<file path="config.mk">
export PLATFORM = sky130hd
export DESIGN_NAME = uart_regblk
export DESIGN_NICKNAME = d
export VERILOG_FILES = /design/src/rtl/uart_regblk_pkg.sv /design/src/rtl/uart_irq_ctrl.sv /design/src/rtl/uart_cmd_reg.sv /design/src/rtl/uart_cts_mon.sv /design/src/rtl/uart_regblk.sv
export SDC_FILE = /design/constraint.sdc
export NUM_CORES = 1
export LEC_CHECK = 0
export BUFFER_PORTS_ARGS = -buffer_cell sky130_fd_sc_hd__buf_4
export CELL_PAD_IN_SITES_DETAIL_PLACEMENT = 1
export CELL_PAD_IN_SITES_GLOBAL_PLACEMENT = 1
export CORE_MARGIN = 3
export CORE_UTILIZATION = 25
export CTS_CLUSTER_DIAMETER = 200
export DETAILED_ROUTE_END_ITERATION = 10
export GPL_TIMING_DRIVEN = 0
export PLACE_DENSITY = 0.59
export SYNTH_ARGS = -nofsm -noshare
export SYNTH_HDL_FRONTEND = slang
export SYNTH_HIERARCHICAL = 1
export SYNTH_SLANG_ARGS = --single-unit
</file>
<file path="constraint.sdc">
create_clock -name clk_i -period 2.1 [get_ports clk_i]
set_clock_uncertainty 0.15 [all_clocks]
set_input_delay 0.42 -clock clk_i [delete_from_list [all_inputs] [get_ports clk_i]]
set_output_delay 0.42 -clock clk_i [all_outputs]
set_load 0.01 [all_outputs]
</file>
<file path="src/rtl/uart_regblk_pkg.sv">
package uart_regblk_pkg;

   localparam int unsigned DATA_W        = 32;
   localparam int unsigned IDX_W         = 3;
   localparam int unsigned CAUSE_RAW_LSB = 16;
   localparam int unsigned STAT_DCTS_BIT = 24;
   localparam int unsigned STAT_CTS_BIT  = 25;
   localparam int unsigned CTRL_EN_BIT   = 0;
   localparam int unsigned CTRL_LOOP_BIT = 24;
   localparam logic [DATA_W-1:0] TRIG_KEEP = 32'h001F_0F1F;

   // register index = byte offset / 4
   typedef enum logic [IDX_W-1:0] {
      RI_CTRL  = 3'd0,
      RI_STAT  = 3'd1,
      RI_DATA  = 3'd2,
      RI_MASK  = 3'd3,
      RI_CAUSE = 3'd4,
      RI_TRIG  = 3'd5,
      RI_CSET  = 3'd6,
      RI_CCLR  = 3'd7
   } reg_idx_e;

endpackage

</file>
<file path="src/rtl/uart_irq_ctrl.sv">
module uart_irq_ctrl #(
   parameter int unsigned N_SRC = 10
) (
   input  logic             clk_i,
   input  logic             rst_ni,
   input  logic [N_SRC-1:0] evt_i,
   input  logic             mask_we_i,
   input  logic [N_SRC-1:0] mask_wdata_i,
   input  logic             ack_we_i,
   input  logic [N_SRC-1:0] ack_bits_i,
   output logic [N_SRC-1:0] mask_o,
   output logic [N_SRC-1:0] pend_o,
   output logic             irq_o
);

   logic [N_SRC-1:0] mask_q;
   logic [N_SRC-1:0] pend_q;

   always_ff @(posedge clk_i or negedge rst_ni) begin
      if (!rst_ni)        mask_q <= '0;
      else if (mask_we_i) mask_q <= mask_wdata_i;
   end

   for (genvar k = 0; k < N_SRC; k++) begin : g_src
      always_ff @(posedge clk_i or negedge rst_ni) begin
         if (!rst_ni)                       pend_q[k] <= 1'b0;
         else if (evt_i[k])                 pend_q[k] <= 1'b1;   // event beats ack
         else if (ack_we_i && ack_bits_i[k]) pend_q[k] <= 1'b0;
      end

      p_event_wins_r6: assert property (@(posedge clk_i) disable iff (!rst_ni)
         evt_i[k] |=> pend_q[k]);
      p_ack_clears_r5: assert property (@(posedge clk_i) disable iff (!rst_ni)
         (ack_we_i && ack_bits_i[k] && !evt_i[k]) |=> !pend_q[k]);
   end

   assign mask_o = mask_q;
   assign pend_o = pend_q;
   assign irq_o  = |(pend_q & mask_q);

   p_pend_hold_r5: assert property (@(posedge clk_i) disable iff (!rst_ni)
      (!ack_we_i && (evt_i == '0)) |=> $stable(pend_q));
   p_mask_load_r4: assert property (@(posedge clk_i) disable iff (!rst_ni)
      mask_we_i |=> (mask_q == $past(mask_wdata_i)));
   p_irq_needs_pend_r4: assert property (@(posedge clk_i) disable iff (!rst_ni)
      irq_o |-> (pend_q != '0));

endmodule

</file>
<file path="src/rtl/uart_cmd_reg.sv">
module uart_cmd_reg #(
   parameter int unsigned     CMD_W      = 8,
   parameter logic [CMD_W-1:0] PULSE_MASK = 8'hC0
) (
   input  logic             clk_i,
   input  logic             rst_ni,
   input  logic             set_we_i,
   input  logic             clr_we_i,
   input  logic [CMD_W-1:0] wdata_i,
   output logic [CMD_W-1:0] state_o,
   output logic [CMD_W-1:0] cmd_o
);

   logic [CMD_W-1:0] lvl_q;
   logic [CMD_W-1:0] pls_q;

   for (genvar k = 0; k < CMD_W; k++) begin : g_bit
      if (PULSE_MASK[k]) begin : g_pulse
         always_ff @(posedge clk_i or negedge rst_ni) begin
            if (!rst_ni) pls_q[k] <= 1'b0;
            else         pls_q[k] <= set_we_i && wdata_i[k];
         end
         assign lvl_q[k] = 1'b0;

         p_pulse_src_r8: assert property (@(posedge clk_i) disable iff (!rst_ni)
            cmd_o[k] |-> $past(set_we_i && wdata_i[k]));
      end else begin : g_level
         always_ff @(posedge clk_i or negedge rst_ni) begin
            if (!rst_ni)                      lvl_q[k] <= 1'b0;
            else if (set_we_i && wdata_i[k])  lvl_q[k] <= 1'b1;
            else if (clr_we_i && wdata_i[k])  lvl_q[k] <= 1'b0;
         end
         assign pls_q[k] = 1'b0;

         p_cmd_set_r7: assert property (@(posedge clk_i) disable iff (!rst_ni)
            (set_we_i && wdata_i[k]) |=> state_o[k]);
         p_cmd_clr_r7: assert property (@(posedge clk_i) disable iff (!rst_ni)
            (clr_we_i && wdata_i[k]) |=> !state_o[k]);
      end
   end

   assign state_o = lvl_q;
   assign cmd_o   = lvl_q | pls_q;

   p_cmd_excl_r7: assert property (@(posedge clk_i) disable iff (!rst_ni)
      !(set_we_i && clr_we_i));

endmodule

</file>
<file path="src/rtl/uart_cts_mon.sv">
module uart_cts_mon #(
   parameter int unsigned SYNC_STAGES = 2
) (
   input  logic clk_i,
   input  logic rst_ni,
   input  logic cts_n_i,
   input  logic dcts_clr_i,
   output logic cts_sync_o,
   output logic chg_o,
   output logic dcts_o
);

   logic [SYNC_STAGES-1:0] sync_q;
   logic                   prev_q;
   logic                   dcts_q;

   if (SYNC_STAGES == 1) begin : g_one
      always_ff @(posedge clk_i or negedge rst_ni) begin
         if (!rst_ni) sync_q <= '1;
         else         sync_q <= cts_n_i;
      end
   end else begin : g_chain
      always_ff @(posedge clk_i or negedge rst_ni) begin
         if (!rst_ni) sync_q <= '1;
         else         sync_q <= {sync_q[SYNC_STAGES-2:0], cts_n_i};
      end
   end

   assign cts_sync_o = sync_q[SYNC_STAGES-1];
   assign chg_o      = cts_sync_o ^ prev_q;

   always_ff @(posedge clk_i or negedge rst_ni) begin
      if (!rst_ni) begin
         prev_q <= 1'b1;
         dcts_q <= 1'b0;
      end else begin
         prev_q <= cts_sync_o;
         if (chg_o)           dcts_q <= 1'b1;
         else if (dcts_clr_i) dcts_q <= 1'b0;
      end
   end

   assign dcts_o = dcts_q;

   p_dcts_set_r9: assert property (@(posedge clk_i) disable iff (!rst_ni)
      chg_o |=> dcts_o);

endmodule

</file>
<file path="src/rtl/uart_regblk.sv">
module uart_regblk
   import uart_regblk_pkg::*;
#(
   parameter int unsigned      ADDR_W      = 5,
   parameter int unsigned      N_SRC       = 10,
   parameter int unsigned      CMD_W       = 8,
   parameter logic [CMD_W-1:0] PULSE_MASK  = 8'hC0,
   parameter int unsigned      SYNC_STAGES = 2
) (
   input  logic              clk_i,
   input  logic              rst_ni,
   input  logic              bus_sel_i,
   input  logic              bus_wr_i,
   input  logic [ADDR_W-1:0] bus_addr_i,
   input  logic [31:0]       bus_wdata_i,
   output logic [31:0]       bus_rdata_o,
   input  logic [N_SRC-1:0]  evt_i,
   input  logic [31:0]       sts_i,
   input  logic              cts_n_i,
   input  logic [7:0]        rx_byte_i,
   output logic              rx_pop_o,
   output logic              tx_push_o,
   output logic [7:0]        tx_byte_o,
   output logic [31:0]       ctrl_o,
   output logic              uart_en_o,
   output logic              loop_en_o,
   output logic [4:0]        trig_rx_o,
   output logic [3:0]        trig_tx_o,
   output logic [4:0]        afc_lvl_o,
   output logic [CMD_W-1:0]  cmd_o,
   output logic              irq_o
);

   localparam int unsigned WIN_W = IDX_W + 2;

   initial begin
      assert (ADDR_W >= WIN_W) else $error("ADDR_W too small for register window");
      assert (N_SRC >= 1 && N_SRC <= CAUSE_RAW_LSB) else $error("N_SRC out of range");
      assert (CMD_W >= 1 && CMD_W <= DATA_W) else $error("CMD_W out of range");
      assert (SYNC_STAGES >= 1) else $error("SYNC_STAGES must be at least 1");
   end

   // ---------------- decode ----------------
   reg_idx_e idx;
   logic     hit;
   logic     wr_acc;
   logic     rd_acc;

   assign idx    = reg_idx_e'(bus_addr_i[WIN_W-1:2]);
   assign hit    = (bus_addr_i >> WIN_W) == '0;
   assign wr_acc = bus_sel_i && bus_wr_i && hit;
   assign rd_acc = bus_sel_i && !bus_wr_i && hit;

   logic we_ctrl, we_stat, we_mask, we_cause, we_trig, we_cset, we_cclr;
   assign we_ctrl  = wr_acc && (idx == RI_CTRL);
   assign we_stat  = wr_acc && (idx == RI_STAT);
   assign we_mask  = wr_acc && (idx == RI_MASK);
   assign we_cause = wr_acc && (idx == RI_CAUSE);
   assign we_trig  = wr_acc && (idx == RI_TRIG);
   assign we_cset  = wr_acc && (idx == RI_CSET);
   assign we_cclr  = wr_acc && (idx == RI_CCLR);

   assign tx_push_o = wr_acc && (idx == RI_DATA);
   assign rx_pop_o  = rd_acc && (idx == RI_DATA);
   assign tx_byte_o = bus_wdata_i[7:0];

   // ---------------- plain registers ----------------
   logic [31:0] ctrl_q;
   logic [31:0] trig_q;

   always_ff @(posedge clk_i or negedge rst_ni) begin
      if (!rst_ni) begin
         ctrl_q <= '0;
         trig_q <= '0;
      end else begin
         if (we_ctrl) ctrl_q <= bus_wdata_i;
         if (we_trig) trig_q <= bus_wdata_i & TRIG_KEEP;
      end
   end

   assign ctrl_o    = ctrl_q;
   assign uart_en_o = ctrl_q[CTRL_EN_BIT];
   assign loop_en_o = ctrl_q[CTRL_LOOP_BIT];
   assign trig_rx_o = trig_q[4:0];
   assign trig_tx_o = trig_q[11:8];
   assign afc_lvl_o = trig_q[20:16];

   // ---------------- CTS monitor ----------------
   logic cts_sync, cts_chg, dcts;

   uart_cts_mon #(.SYNC_STAGES(SYNC_STAGES)) cts_i (
      .clk_i      (clk_i),
      .rst_ni     (rst_ni),
      .cts_n_i    (cts_n_i),
      .dcts_clr_i (we_stat && bus_wdata_i[STAT_DCTS_BIT]),
      .cts_sync_o (cts_sync),
      .chg_o      (cts_chg),
      .dcts_o     (dcts)
   );

   // ---------------- interrupts ----------------
   logic [N_SRC-1:0] evt_all, ack_bits, mask, pend;

   always_comb begin
      evt_all    = evt_i;
      evt_all[0] = evt_i[0] | cts_chg;
   end

   assign ack_bits = bus_wdata_i[N_SRC-1:0] | bus_wdata_i[CAUSE_RAW_LSB +: N_SRC];

   uart_irq_ctrl #(.N_SRC(N_SRC)) irq_ctl_i (
      .clk_i        (clk_i),
      .rst_ni       (rst_ni),
      .evt_i        (evt_all),
      .mask_we_i    (we_mask),
      .mask_wdata_i (bus_wdata_i[N_SRC-1:0]),
      .ack_we_i     (we_cause),
      .ack_bits_i   (ack_bits),
      .mask_o       (mask),
      .pend_o       (pend),
      .irq_o        (irq_o)
   );

   // ---------------- command register ----------------
   logic [CMD_W-1:0] cmd_state;

   uart_cmd_reg #(.CMD_W(CMD_W), .PULSE_MASK(PULSE_MASK)) cmd_i (
      .clk_i    (clk_i),
      .rst_ni   (rst_ni),
      .set_we_i (we_cset),
      .clr_we_i (we_cclr),
      .wdata_i  (bus_wdata_i[CMD_W-1:0]),
      .state_o  (cmd_state),
      .cmd_o    (cmd_o)
   );

   // ---------------- read mux ----------------
   logic [31:0] stat_rd, cause_rd, mask_rd, cmd_rd;

   always_comb begin
      stat_rd                = sts_i;
      stat_rd[STAT_DCTS_BIT] = dcts;
      stat_rd[STAT_CTS_BIT]  = cts_sync;

      cause_rd                             = '0;
      cause_rd[N_SRC-1:0]                  = pend & mask;
      cause_rd[CAUSE_RAW_LSB +: N_SRC]     = pend;

      mask_rd            = '0;
      mask_rd[N_SRC-1:0] = mask;

      cmd_rd            = '0;
      cmd_rd[CMD_W-1:0] = cmd_state;
   end

   always_comb begin
      bus_rdata_o = '0;
      if (hit) begin
         unique case (idx)
            RI_CTRL:          bus_rdata_o = ctrl_q;
            RI_STAT:          bus_rdata_o = stat_rd;
            RI_DATA:          bus_rdata_o = {24'd0, rx_byte_i};
            RI_MASK:          bus_rdata_o = mask_rd;
            RI_CAUSE:         bus_rdata_o = cause_rd;
            RI_TRIG:          bus_rdata_o = trig_q;
            RI_CSET, RI_CCLR: bus_rdata_o = cmd_rd;
            default:          bus_rdata_o = '0;
         endcase
      end
   end

   logic unused_addr_lsb;
   assign unused_addr_lsb = ^bus_addr_i[1:0];

   p_push_one_cycle_r10: assert property (@(posedge clk_i) disable iff (!rst_ni)
      !(tx_push_o && rx_pop_o));

endmodule

</file>
After elaboration in Yosys (flattened, before gate mapping):

Index checks and enable logic that the tools add are counted.

* word-level logic and storage cells: 128
* input port bits: 92
* register bits after elaboration: 78
* output and inout port bits: 99

* reduce and logical (&&, ||, !) cells: 57
* mux-type cells: 35
* bitwise operators: 5
* equality and inequality tests: 7

Operators with widths (count)
* 32-bit case mux with 7 select lines: 1
* 1-bit logical AND: 36
* 1-bit two-way mux: 34
* 2-bit nonzero test: 17
* 3-bit == test (second input constant): 4
* 10-bit bitwise AND: 1
* 10-bit OR: 1
* 10-bit OR reduction: 1
* 6-bit by 8-bit OR with 8-bit output: 1
* 3-bit by 2-bit == test with 1-bit output (second input constant): 2
* 3-bit by 1-bit == test with 1-bit output (second input constant): 1
* 3-bit zero test: 1
* 2-bit OR reduction: 1
* 1-bit zero test: 1
* 1-bit OR: 1
* 1-bit bitwise XOR: 1

Depth between registers and ports, before layout:

Gate-level depths: netlist of the first run.

* depth after elaboration: 5
* gate-level depth with buffers: 8

Hierarchy:

Netlist of the first run, hierarchy kept.

By module, submodules not included
* uart_regblk: cells each 305, area an instance 3174.3 um^2, instances 1, seq. area each 1151.1 um^2
* uart_irq_ctrl: cells each 58, area an instance 792.0 um^2, instances 1, seq. area each 500.5 um^2
* uart_cmd_reg: cells each 31, area an instance 351.6 um^2, instances 1, seq. area each 200.2 um^2
* uart_cts_mon: cells each 7, area an instance 123.9 um^2, instances 1, seq. area each 103.8 um^2

Least setup slack after synthesis of the first run:

No wires, ideal clock.

* kind: input-to-output
* start: in bus_addr_i[3]
* end: out rx_pop_o
* arrival: 1504 ps
* path slack: 26 ps
* stages: 5
* buffers on the path: 3
* cells stage by stage: buf_6 clkbuf_1 clkbuf_1 nand2_1 nor4_1

* longest elaborated chain between the ends: 2

Ends and longest elaborated chain
* start, declared: line uart_regblk.sv:14 `input logic [ADDR_W-1:0] bus_addr_i,`
* 3-bit by 2-bit == test with 1-bit output: line uart_regblk.sv:64 `assign rx_pop_o = rd_acc && (idx == RI_DATA);`
* 1-bit logical AND: line uart_regblk.sv:64
* end, declared: line uart_regblk.sv:21 `output logic rx_pop_o,`

No other way between the ends.

Worst setup path after layout of the first run:

* start: reg irq_ctl_i.pend_q[4], in the netlist irq_ctl_i/pend_o[4]
* end: out bus_rdata_o[20]

* longest elaborated chain between the ends: 1

Ends and longest elaborated chain
* start, declared: line uart_irq_ctrl.sv:17 `logic [N_SRC-1:0] pend_q;`
* start signal, assigned by index: line uart_irq_ctrl.sv:26 `if (!rst_ni) pend_q[k] <= 1'b0;`
* start signal, assigned by index: line uart_irq_ctrl.sv:27 `else if (evt_i[k]) pend_q[k] <= 1'b1;`
* start signal, assigned by index: line uart_irq_ctrl.sv:28 `else if (ack_we_i && ack_bits_i[k]) pend_q[k] <= 1'b0;`
* 32-bit case mux with 7 select lines: line uart_regblk.sv:159 `unique case (idx)`
* end, declared: line uart_regblk.sv:16 `output logic [31:0] bus_rdata_o,`

No other way between the ends.

==> metrics.log, run 1 <==
[metrics] status: finished, violations left
[metrics] violations in the final reports: setup timing
[metrics] starting density of the core: 25.6%
[metrics] cell with the most instances after synthesis: sky130_fd_sc_hd__dfrtp_1
[metrics] biggest cell delay along the critical path: 0.50 ns
[metrics] worst-skew pair later-pin latency: 0.34 ns
[metrics] Clock transition at path regs: roughly 0.06 ns
[metrics] yosys synthesis warning count: 6
[metrics] Yosys top cell area share: 42.3%
[metrics] total routing usage reported by global routing: 17.6%
[metrics] fraction of synthesis flops using an asynchronous set or reset pin: 100%
[metrics] Sequential Area: 1960 um^2
[metrics] number of buffers on the longest clock path: 2
[metrics] Remaining DRCs: 0
[metrics] worst-path cell with the longest stage delay: sky130_fd_sc_hd__mux4_2
[metrics] number of register bits inferred by synthesis: between 70 and 80
[metrics] placed standard-cell area: 6110 um^2
[metrics] final weighted congestion in routability-driven placement: 0.756
[metrics] number of global-route vias before repair: 4197
[metrics] worst min-delay path category: in -> reg
[metrics] post-layout power: roughly 5600 uW
[metrics] CTS tree: done
[metrics] Gate Count Post-Synth: 401
[metrics] detailed placement HPWL: 12500 um
[metrics] power density relative to cell area: approximately 830 nW/um^2
[metrics] total detailed-routing wirelength: between 15000 and 20000 um
[metrics] hold buffer count at cts: 0
[metrics] global-route congestion overflow total: 0
[metrics] drt via density: 4.70
[metrics] number of fill cells: 1905
[metrics] required time of the critical path: ~1.5 ns
[metrics] ratio of final minimum period to clock period: 102%
[metrics] global-route wire length before repair: roughly 26000 um
[metrics] post-route worst setup slack: -0.0489 ns
[metrics] largest cells by area after synthesis: sky130_fd_sc_hd__dfrtp_1 42%, sky130_fd_sc_hd__mux2_4 10%, sky130_fd_sc_hd__mux2_2 7.1%
[metrics] highest fanout seen on the critical path: 4
[metrics] post-route cell area: between 6000 and 7000 um^2
[metrics] final hold violation count: 0
[metrics] max-slew violation count: 0
[metrics] cell family with most CP delay: multiplexers
[metrics] switching component of the power: roughly 1600 uW
[metrics] initial antenna violation count: 0
[metrics] Reg power frac: 36.6%
[metrics] Critical Setup Path Class: reg -> out
[metrics] pin count of the biggest net entering global routing: 79
[metrics] Max Cap Violations: 0
[metrics] Buffers on Ports: between 150 and 200
[metrics] internal power consumption: roughly 4000 uW
[metrics] distinct cell type count after synthesis: 40
[metrics] worst-case headroom to the max-slew limit: 27.6%
[metrics] Critical Path Source Type: flip-flop
[metrics] largest vdd supply drop: 0.513 mV
[metrics] wire length per cell after detailed routing: 20.6 um
[metrics] final count of negative-setup-slack endpoints: 8
[metrics] critical-path cell list: mux4_2 -> nor2b_1 -> buf_4
[metrics] num ports: approximately 190
[metrics] first-pass detailed-route iteration total: 4
[metrics] leakage power: 0.00331 uW
[metrics] top post-synthesis cells by count: 75 x sky130_fd_sc_hd__dfrtp_1, 37 x sky130_fd_sc_hd__nand2_1, 37 x sky130_fd_sc_hd__nor2_1
[metrics] number of flops mapped to enable cells by yosys: 0
[metrics] ratio of cells with drive above 1 in the final layout: 57.1%
[metrics] Max Fclk: about 470 MHz
[metrics] count of vias placed by the detailed router: 3927
[metrics] clock network power share: around 33%
[metrics] Critical path buffers and inverters: 1
[metrics] maximum level of the CTS H-tree: 3
[metrics] cell chosen for the clock root: sky130_fd_sc_hd__clkbuf_16
[metrics] Die Area: 19400 um^2
[metrics] # rows: 48
[metrics] crit path time final: 2.15 ns
[metrics] die span in y: 139 um
[metrics] drt first-iter violations: 137
[metrics] footprint of the multi-input gates: 2200 um^2
[metrics] signed area change from the synthesized netlist to the final layout: 52.4%
[metrics] unrepaired setup endpoints after global routing: true
[metrics] core region area: ~17000 um^2
[metrics] Combinational Power Share: 30.8%
[metrics] count of antenna diodes in the layout: 0
[metrics] clock net sink count: 78
[metrics] post-synthesis average cell area: 11.1 um^2
[metrics] Final ANT Viol Nets: 0
[metrics] fraction of the yosys area taken by sequential cells: 44.0%
[metrics] Critical Path AT: between 1.5 and 2 ns
[metrics] width of the chip: 139 um
[metrics] Mapped Area: 4440 um^2
[metrics] endpoint type of the worst setup path: primary output
[metrics] setup tns final: -0.124 ns
[metrics] Post-layout nets: 699
[metrics] CTS Buf Count: 9
[metrics] most frequently used flop master after synthesis: sky130_fd_sc_hd__dfrtp_1
[metrics] Yosys top cell by area: sky130_fd_sc_hd__dfrtp_1
[metrics] switching share of power: 28.7%
[metrics] transition at the pin with the smallest max-transition slack: 1.09 ns
[metrics] final core utilization: 39.0%
[power by group through the flow]
stage / sequential [uW] / clock (uW) / combinational (uW)
2_1_floorplan: 2130 / 0 / 730
3_3_place_gp: 2060 / 0 / 1640
3_5_place_dp: 2080 / 0 / 1670
4_1_cts: 2060 / 1890 / 1750
5_1_grt: 2100 / 1960 / 1860
6_report: 2060 / 1840 / 1730
[metrics by stage]
| step | std cells | setup WS, ns | hold WS (ns) |
|---|---|---|---|
| after floorplan | 402 | 0.0260 | -0.0256 |
| after global placement | 811 | -0.706 | 0.197 |
| after detailed placement | 811 | -0.713 | 0.200 |
| after CTS | 836 | -0.0553 | 0.0160 |
| after global routing | 836 | -0.0834 | 0.0200 |
| final | 836 | -0.0489 | 0.0273 |
[worst paths after layout]
| path | end | cells after the start | from | slack (ns) |
|---|---|---|---|---|
| setup / recovery | bus_rdata_o[20] | 3 | irq_ctl_i/pend_o[4] | -0.05 |
| hold / removal | cts_i/sync_q[0] | 1 | cts_n_i | 0.03 |
| setup reg to reg | irq_ctl_i/pend_o[0] | 3 | cts_i/sync_q[1] | 0.72 |
| hold reg to reg | cts_i/sync_q[1] | 0 | cts_i/sync_q[0] | 0.21 |
| max in group asynchronous | irq_ctl_i/pend_o[2] | 1 | rst_ni | 0.93 |
| min in group asynchronous | trig_q[16] | 1 | rst_ni | 0.13 |
[repair_timing]
action / in CTS / in global routing
endpoints found under the setup margin: 63 / 31
gates resized for setup: 54 / 10
setup buffers: 11 / 1
gates cloned: 1 / 0
pin swaps: 11 / 5
[flip-flops by register name, summed over array words and instances (netlist names)]
signal            count
cts_i/sync_q          2
cts_i/dcts_o          1
cts_i/prev_q          1
irq_ctl_i/pend_o     10
ctrl_o               32
cmd_i/pls_q           2
irq_ctl_i/mask_o     10
trig_q               14
cmd_i/state_o         6
[layer usage]
metal  vias to the layer above  share of wire (%)  routed length (um)  global-route usage (%)
li1                       1814                  -                   -                       -
met1                      1972                 45                7730                    23.9
met2                       128                 48                8310                    28.8
met3                        13                5.7                 986                    3.26
met4                         0                1.3                 220                    4.74
met5                         -                  0                   0                       0
[final cells by class]
type / count / area share, %
Buffer: 42 / 5.97
Clock buffer: 11 / 3.59
Clock inverter: 4 / 1.40
Inverter: 9 / 0.499
Multi-Input combinational cell: 270 / 32.5
Sequential cell: 78 / 28.9
Tap cell: 225 / 4.16
Timing Repair Buffer: 197 / 23.0
[cell families after synthesis]
logic type / after synthesis / synth area share [%]
and+or+nand+nor: 115 / 12.6
DFF: 78 / 44.0
other: 1 / 0.0844
AOI/OAI and AO/OA: 72 / 11.5
xor gates and xnor gates: 1 / 0.197
muxes: 80 / 23.6
buffers and inverters: 54 / 7.94
[cell usage in the layout (no fill, tap or decap), types with 5 or more instances in the layout]
| master | count |
|---|---|
| sky130_fd_sc_hd__o21ai_1 | 5 |
| sky130_fd_sc_hd__a31oi_1 | 17 |
| sky130_fd_sc_hd__mux2_2 | 28 |
| sky130_fd_sc_hd__buf_6 | 5 |
| sky130_fd_sc_hd__a21o_1 | 13 |
| sky130_fd_sc_hd__buf_4 | 211 |
| sky130_fd_sc_hd__nor2b_1 | 5 |
| sky130_fd_sc_hd__inv_1 | 9 |
| sky130_fd_sc_hd__clkbuf_16 | 9 |
| sky130_fd_sc_hd__mux2i_1 | 17 |
| sky130_fd_sc_hd__mux4_2 | 5 |
| sky130_fd_sc_hd__buf_12 | 10 |
| sky130_fd_sc_hd__mux2_4 | 30 |
| sky130_fd_sc_hd__a22o_1 | 7 |
| sky130_fd_sc_hd__nand2_1 | 37 |
| sky130_fd_sc_hd__or2_2 | 12 |
| sky130_fd_sc_hd__nor3b_1 | 9 |
| sky130_fd_sc_hd__a211o_1 | 8 |
| sky130_fd_sc_hd__dfrtp_1 | 74 |
| sky130_fd_sc_hd__nor2_1 | 37 |
Power figures use the tool's default switching activity.
==> inputs of run 2 (changes only) <==
- CORE_MARGIN: 3 -> not set
- CTS_CLUSTER_DIAMETER: 200 -> not set
==> run 2 against run 1 <==
  * The flow still finishes with violations (setup timing)
  * Die area down 5.7%
  * Flip-flop and latch count unchanged
  * Global-route usage up 1.4 points
  * Via count down 0.59%
  * Wire length down 0.49%
  * Power up 0.38%
  * Critical path type is now in -> out
  * Critical endpoint is now bus_rdata_o[3]
==> metrics.log, run 2 (synthesized netlist as in run 1, its figures left out) <==
[metrics] violations in the final reports: setup timing (unchanged)
[metrics] number of fill cells: 1949 (was 1905)
[metrics] first-pass detailed-route iteration total: 4 (unchanged)
[metrics] worst-case headroom to the max-slew limit: 26.6% (was 27.6%)
[metrics] worst-skew pair later-pin latency: 0.35 ns (was 0.34 ns)
[metrics] Worst setup endpoint: bus_rdata_o[3] (was bus_rdata_o[20])
[metrics] total detailed-routing wirelength: 17200 um (about the same)
[metrics] global-route congestion overflow total: 0 (unchanged)
[metrics] drt first-iter violations: 107 (was 137)
[metrics] signed area change from the synthesized netlist to the final layout: 54.9% (was 52.4%)
[metrics] Die Area: 18300 um^2 (was 19400 um^2)
[metrics] core region area: 17300 um^2 (was 17400 um^2)
[metrics] num ports: 191 (unchanged)
[metrics] CTS Buf Count: 9 (unchanged)
[metrics] footprint of the multi-input gates: 2300 um^2 (was 2200 um^2)
[metrics] reg-to-reg setup timing slack: 0.73 ns (was 0.72 ns)
[metrics] cell chosen for the clock root: sky130_fd_sc_hd__clkbuf_16 (unchanged)
[metrics] final weighted congestion in routability-driven placement: 0.723 (was 0.756)
[metrics] cells on worst reg2reg path: 3 (unchanged)
[metrics] required time of the critical path: 1.53 ns (about the same)
[metrics] unrepaired setup endpoints after global routing: true (unchanged)
[metrics] Post-Route Hold Slack: 0.0267 ns (was 0.0273 ns)
[metrics] leakage power: 0.00335 uW (was 0.00331 uW)
[metrics] Remaining DRCs: 0 (unchanged)
[metrics] global-route wire length before repair: 25100 um (was 26000 um)
[metrics] count of antenna diodes in the layout: 0 (unchanged)
[metrics] CTS tree: done (unchanged)
[metrics] highest-count cells in the layout ignoring fill and taps: 210 x sky130_fd_sc_hd__buf_4, 74 x sky130_fd_sc_hd__dfrtp_1, 37 x sky130_fd_sc_hd__nand2_1, 35 x sky130_fd_sc_hd__nor2_1, 30 x sky130_fd_sc_hd__mux2_4 (was 211 x sky130_fd_sc_hd__buf_4, 74 x sky130_fd_sc_hd__dfrtp_1, 37 x sky130_fd_sc_hd__nor2_1, 37 x sky130_fd_sc_hd__nand2_1, 30 x sky130_fd_sc_hd__mux2_4)
[metrics] final hold violation count: 0 (unchanged)
[metrics] post-placement setup slack: -0.734 ns (was -0.713 ns)
[metrics] Post-layout nets: 701 (was 699)
[metrics] Buffers on Ports: 184 (unchanged)
[metrics] hold-critical path depth: 1 (unchanged)
[metrics] origin of the worst setup path: bus_addr_i[2] (was irq_ctl_i/pend_o[4])
[metrics] Max Cap Violations: 0 (unchanged)
[metrics] Critical Path AT: 1.54 ns (was 1.58 ns)
[metrics] Critical Path Source Type: primary input (was flip-flop)
[metrics] width of the chip: 135 um (was 139 um)
[metrics] largest vdd supply drop: 0.389 mV (was 0.513 mV)
[metrics] total routing usage reported by global routing: 19.0% (was 17.6%)
[metrics] status: finished, violations left (unchanged)
[metrics] endpoint type of the worst setup path: primary output (unchanged)
[metrics] max-slew violation count: 0 (unchanged)
[metrics] hold buffer count at cts: 0 (unchanged)
[metrics] number of global-route vias before repair: 4218 (was 4197)
[metrics] worst min-delay path category: in -> reg (unchanged)
[metrics] # rows: 48 (unchanged)
[metrics] Post-Layout Cell Count: 839 (was 836)
[metrics] pin count of the biggest net entering global routing: 79 (unchanged)
[metrics] drt via density: 4.65 (was 4.70)
[metrics] final count of negative-setup-slack endpoints: 3 (was 8)
[metrics] power density relative to cell area: 822 nW/um^2 (was 832 nW/um^2)
[metrics] crit path time final: 2.11 ns (was 2.15 ns)
[metrics] Final ANT Viol Nets: 0 (unchanged)
[metrics] transition at the pin with the smallest max-transition slack: 1.10 ns (was 1.09 ns)
[metrics] ratio of final minimum period to clock period: 100% (was 102%)
[metrics] source of the worst register-to-register timing path: cts_i/sync_q[1] (unchanged)
[metrics] post-route cell area: 6880 um^2 (was 6770 um^2)
[metrics] Inst Count DP: 811 (unchanged)
[metrics] placed standard-cell area: 6110 um^2 (unchanged)
[metrics] number of flip-flops under the largest register name: 32 (unchanged)
[metrics] Clock transition at path regs: 0.06 ns (about the same)
[metrics] Sequential Area: 1960 um^2 (unchanged)
[metrics] wire length per cell after detailed routing: 20.5 um (was 20.6 um)
[metrics] Crit Reg-Reg Endpoint: irq_ctl_i/pend_o[0] (unchanged)
[metrics] die span in y: 135 um (was 139 um)
[metrics] ratio of cells with drive above 1 in the final layout: 59.6% (was 57.1%)
[metrics] Max Fclk: 474 MHz (was 465 MHz)
[metrics] starting density of the core: 25.7% (was 25.6%)
[metrics] post-layout power: 5650 uW (was 5630 uW)
[metrics] initial antenna violation count: 1 (was 0)
[metrics] Critical Setup Path Class: in -> out (was reg -> out)
[metrics] post-route worst setup slack: -0.00946 ns (was -0.0489 ns)
[metrics] detailed placement HPWL: 12200 um (was 12500 um)
[metrics] number of buffers on the longest clock path: 2 (unchanged)
[metrics] count of vias placed by the detailed router: 3904 (was 3927)
[metrics] leading cell type in the layout, fill and taps excluded: sky130_fd_sc_hd__buf_4 (unchanged)
[metrics] clock net sink count: 78 (unchanged)
[metrics] maximum level of the CTS H-tree: 3 (unchanged)
[metrics] highest fanout seen on the critical path: 7 (was 4)
==> run 2: cell count changes in the layout (fill, tap and decap cells not counted), moves of 2 or more <==
cell,before,now
sky130_fd_sc_hd__a21oi_2,1,4
sky130_fd_sc_hd__nor2b_1,5,1
sky130_fd_sc_hd__clkbuf_8,2,0
sky130_fd_sc_hd__buf_2,4,2
sky130_fd_sc_hd__nor2_2,0,2
sky130_fd_sc_hd__a31oi_1,17,14
sky130_fd_sc_hd__nor2_1,37,35
sky130_fd_sc_hd__nor2b_4,1,6
sky130_fd_sc_hd__buf_6,5,11
sky130_fd_sc_hd__a31oi_2,1,4
sky130_fd_sc_hd__clkbuf_4,1,3
sky130_fd_sc_hd__clkbuf_2,4,2
sky130_fd_sc_hd__a21oi_1,4,1
==> run 2: power by group <==
group	internal [uW]	leakage, uW	switching, uW
clock	1160	0.000163	658
sequential	1790	0.000917	259
combinational	1070	0.00227	718
==> run 2: worst min path at each step <==
| stage | start | endpoint |
|---|---|---|
| floorplan | rst_ni | cmd_i/pls_q[6] |
| global placement | cts_i/sync_q[0] | cts_i/sync_q[1] |
| detailed placement | cts_i/sync_q[0] | cts_i/sync_q[1] |
| CTS | cts_n_i | cts_i/sync_q[0] |
| global route | cts_n_i | cts_i/sync_q[0] |
| finish | cts_n_i | cts_i/sync_q[0] |
==> run 2: what timing repair did <==
item / 4_1_cts / 5_1_grt
setup endpoints to repair: 63 / 32
pin swaps: 13 / 16
resized for setup: 55 / 34
cloned: 0 / 2
buffers inserted: 11 / 2
==> run 2: cell type report <==
cell class | instances | share of cell area [%]
plain buffers | 42 | 5.96
clock buffers | 11 | 3.38
clock inverters | 5 | 1.45
inverters | 9 | 0.491
multi-input cells | 271 | 33.4
flip-flops and latches | 78 | 28.4
well taps | 225 | 4.09
repair buffers | 198 | 22.8
==> run 2: metrics by stage <==
step	setup TNS (ns)	util, %
2_1_floorplan	0	-
3_3_place_gp	-29.10	35.3
3_5_place_dp	-31.58	35.3
4_1_cts	-0.167	38.8
5_1_grt	-0.609	39.8
6_report	-0.0126	39.8
==> run 2: critical path, cell delays in order <==
cell,delay [ns]
sky130_fd_sc_hd__buf_8,0.10
sky130_fd_sc_hd__buf_12,0.13
sky130_fd_sc_hd__buf_12,0.14
sky130_fd_sc_hd__clkbuf_16,0.16
sky130_fd_sc_hd__a211o_1,0.23
sky130_fd_sc_hd__a31oi_1,0.20
sky130_fd_sc_hd__buf_4,0.15
==> run 2: routing by layer <==
metal / vias up / track usage (%) / wire (um)
met5: - / 0 / 0
met4: 0 / 6.68 / 257
met3: 15 / 4.15 / 941
met2: 118 / 30.7 / 8200
met1: 1959 / 25.0 / 7760
li1: 1812 / - / -
==> inputs of run 3 (changes only) <==
- SKIP_LAST_GASP: not set -> 1
==> run 3 against run 2 <==
  * The run still ends with setup timing left
  * Largest cell class unchanged
  * Global-route usage did not move
  * Worst setup slack got worse by 0.0028 ns
  * Clock-buffer cell count unchanged
  * Die area unchanged
  * Combinational power about the same
  * Core utilization down 0.079 points
  * Fmax fell by 0.13%
  * Register-to-register slack hardly changed
  * Non-clock buffer count shrank 1
==> metrics.log, run 3 (synthesized netlist as in run 1, its figures left out) <==
[metrics] Max Cap Violations: 0 (unchanged)
[metrics] largest vdd supply drop: 0.391 mV (was 0.389 mV)
[metrics] post-placement setup slack: -0.734 ns (unchanged)
[metrics] leading cell type in the layout, fill and taps excluded: sky130_fd_sc_hd__buf_4 (unchanged)
[metrics] width of the chip: 135 um (unchanged)
[metrics] starting density of the core: 25.7% (unchanged)
[metrics] Critical Path Source Type: primary input (unchanged)
[metrics] Clock transition at path regs: 0.06 ns (about the same)
[metrics] num ports: 191 (unchanged)
[metrics] Remaining DRCs: 0 (unchanged)
[metrics] post-route worst setup slack: -0.0122 ns (was -0.00946 ns)
[metrics] count of vias placed by the detailed router: 3910 (was 3904)
[metrics] DR top layer: met4 (unchanged)
[metrics] final core utilization: 39.7% (was 39.8%)
[metrics] leakage power: 0.00334 uW (was 0.00335 uW)
[metrics] highest-count cells in the layout ignoring fill and taps: 210 x sky130_fd_sc_hd__buf_4, 74 x sky130_fd_sc_hd__dfrtp_1, 37 x sky130_fd_sc_hd__nand2_1, 35 x sky130_fd_sc_hd__nor2_1, 30 x sky130_fd_sc_hd__mux2_4 (unchanged)
[metrics] detailed-routing wirelength on met1: 7770 um (was 7760 um)
[metrics] initial antenna violation count: 1 (unchanged)
[metrics] CTS tree: done (unchanged)
[metrics] total routing usage reported by global routing: 19.0% (unchanged)
[metrics] drt via density: 4.67 (was 4.65)
[metrics] die span in y: 135 um (unchanged)
[metrics] Buffers on Ports: 184 (unchanged)
[metrics] worst-case headroom to the max-slew limit: 26.6% (about the same)
[metrics] pin count of the biggest net entering global routing: 79 (unchanged)
[metrics] number of global-route vias before repair: 4218 (unchanged)
[metrics] Final ANT Viol Nets: 0 (unchanged)
[metrics] count of antenna diodes in the layout: 0 (unchanged)
[metrics] transition at the pin with the smallest max-transition slack: 1.10 ns (about the same)
[metrics] final weighted congestion in routability-driven placement: 0.723 (unchanged)
[metrics] global-route wire length before repair: 25100 um (unchanged)
[metrics] critical-path cell list: buf_8 -> buf_12 -> buf_12 -> clkbuf_16 -> a211o_1 -> a31oi_1 -> buf_4 (unchanged)
[metrics] core region area: 17300 um^2 (unchanged)
[metrics] max-slew violation count: 0 (unchanged)
[metrics] total met2 wirelength after detailed routing: 8180 um (was 8200 um)
[metrics] maximum level of the CTS H-tree: 3 (unchanged)
[metrics] number of buffers on the longest clock path: 2 (unchanged)
[metrics] power density relative to cell area: 822 nW/um^2 (about the same)
[metrics] ratio of final minimum period to clock period: 101% (was 100%)
[metrics] endpoint type of the worst setup path: primary output (unchanged)
[metrics] Post-Route Hold Slack: 0.0265 ns (was 0.0267 ns)
[metrics] Post-layout nets: 700 (was 701)
[metrics] clock net sink count: 78 (unchanged)
[metrics] switching component of the power: 1630 uW (about the same)
[metrics] violations in the final reports: setup timing (unchanged)
[metrics] required time of the critical path: 1.53 ns (about the same)
[metrics] unrepaired setup endpoints after global routing: true (unchanged)
[metrics] status: finished, violations left (unchanged)
[metrics] internal power consumption: 4020 uW (about the same)
[metrics] Reg power frac: 36.4% (was 36.3%)
[metrics] drt first-iter violations: 106 (was 107)
[metrics] Max Fclk: 473 MHz (was 474 MHz)
[metrics] biggest cell delay along the critical path: 0.23 ns (about the same)
[metrics] first-pass detailed-route iteration total: 4 (unchanged)
[metrics] switching share of power: 28.9% (about the same)
[metrics] Die Area: 18300 um^2 (unchanged)
[metrics] cell chosen for the clock root: sky130_fd_sc_hd__clkbuf_16 (unchanged)
[metrics] final hold violation count: 0 (unchanged)
[metrics] final count of negative-setup-slack endpoints: 3 (unchanged)
[metrics] CTS Buf Count: 9 (unchanged)
[metrics] highest fanout seen on the critical path: 7 (unchanged)
[metrics] worst min-delay path category: in -> reg (unchanged)
[metrics] detailed placement HPWL: 12200 um (unchanged)
[metrics] total met3 wirelength after detailed routing: 913 um (was 941 um)
[metrics] clock network power share: 32.1% (was 32.2%)
[metrics] Critical Path AT: 1.54 ns (about the same)
[metrics] Combinational Power Share: 31.5% (about the same)
[metrics] # rows: 48 (unchanged)
[metrics] worst-path cell with the longest stage delay: sky130_fd_sc_hd__a211o_1 (unchanged)
[metrics] number of flip-flops under the largest register name: 32 (unchanged)
[metrics] worst-skew pair later-pin latency: 0.35 ns (about the same)
[metrics] global-route congestion overflow total: 0 (unchanged)
[metrics] Critical Setup Path Class: in -> out (unchanged)
[metrics] crit path time final: 2.11 ns (about the same)
[metrics] cell repeated most along the worst path: sky130_fd_sc_hd__buf_12 (unchanged)
[metrics] signed area change from the synthesized netlist to the final layout: 54.6% (was 54.9%)
[metrics] wire length per cell after detailed routing: 20.4 um (was 20.5 um)
[metrics] total detailed-routing wirelength: 17100 um (was 17200 um)
[metrics] ratio of cells with drive above 1 in the final layout: 59.5% (was 59.6%)
==> run 3: cell types whose count changed in the layout (fill, tap and decap cells not counted) <==
| cell | change |
|---|---|
| sky130_fd_sc_hd__nor3b_1 | -1 |
| sky130_fd_sc_hd__nor3b_2 | +1 |
| sky130_fd_sc_hd__buf_8 | -1 |
| sky130_fd_sc_hd__o21ai_1 | +1 |
| sky130_fd_sc_hd__o21ai_2 | -1 |
==> run 3: power groups by stage <==
stage / clock, uW / sequential (uW) / combinational [uW]
floorplan: 0 / 2130 / 730
global placement: 0 / 2060 / 1640
detailed placement: 0 / 2070 / 1670
CTS: 1870 / 2050 / 1750
global route: 1910 / 2100 / 1920
finish: 1810 / 2050 / 1780
==> run 3: final timing paths <==
check                           depth (start not counted)                   to  slack, ns       startpoint
worst max-delay path                                    7       bus_rdata_o[3]      -0.01    bus_addr_i[2]
worst min-delay path                                    1      cts_i/sync_q[0]       0.03          cts_n_i
worst max register to register                          3  irq_ctl_i/pend_o[0]       0.73  cts_i/sync_q[1]
worst min register to register                          0      cts_i/sync_q[1]       0.21  cts_i/sync_q[0]
max in group asynchronous                               1  irq_ctl_i/pend_o[2]       0.95           rst_ni
min in group asynchronous                               1           trig_q[16]       0.11           rst_ni
==> run 3: metrics by stage <==
step,area (um^2),total power (uW),setup TNS (ns),instances
final,6870,5640,-0.0175,838
after global routing,6870,5920,-0.586,838
after CTS,6710,5670,-0.246,836
after detailed placement,6110,3750,-31.58,811
after global placement,6110,3700,-29.10,811
after floorplan,4450,2860,0,402
==> run 3: worst max-delay path, delay by kind of cell <==
kind	cells	cell delay (ns)
AO/OA/AOI/OAI	2	0.43
buffers and inverters	5	0.67
==> run 3: final cells by class <==
class	count	area [um^2]
Fill cell	1945	10400
Timing Repair Buffer	197	1560
Tap cell	225	282
Multi-Input combinational cell	271	2300
Clock inverter	5	100
Sequential cell	78	1960
Buffer	42	403
Clock buffer	11	233
Inverter	9	33.8
==> run 3: layer usage <==
metal  vias up  global-route usage, %
met5         -                      0
met4         0                   6.68
met3        15                   4.15
met2       115                   30.7
met1      1972                   25.0
li1       1808                      -
==> run 3: what timing repair did <==
item	4_1_cts	5_1_grt
buffers inserted	11	1
gates resized for setup	52	37
pin swaps	13	17
gates cloned	0	2
hold buffers	0	0
endpoints found under the setup margin	63	33
endpoints found under the hold margin	0	0
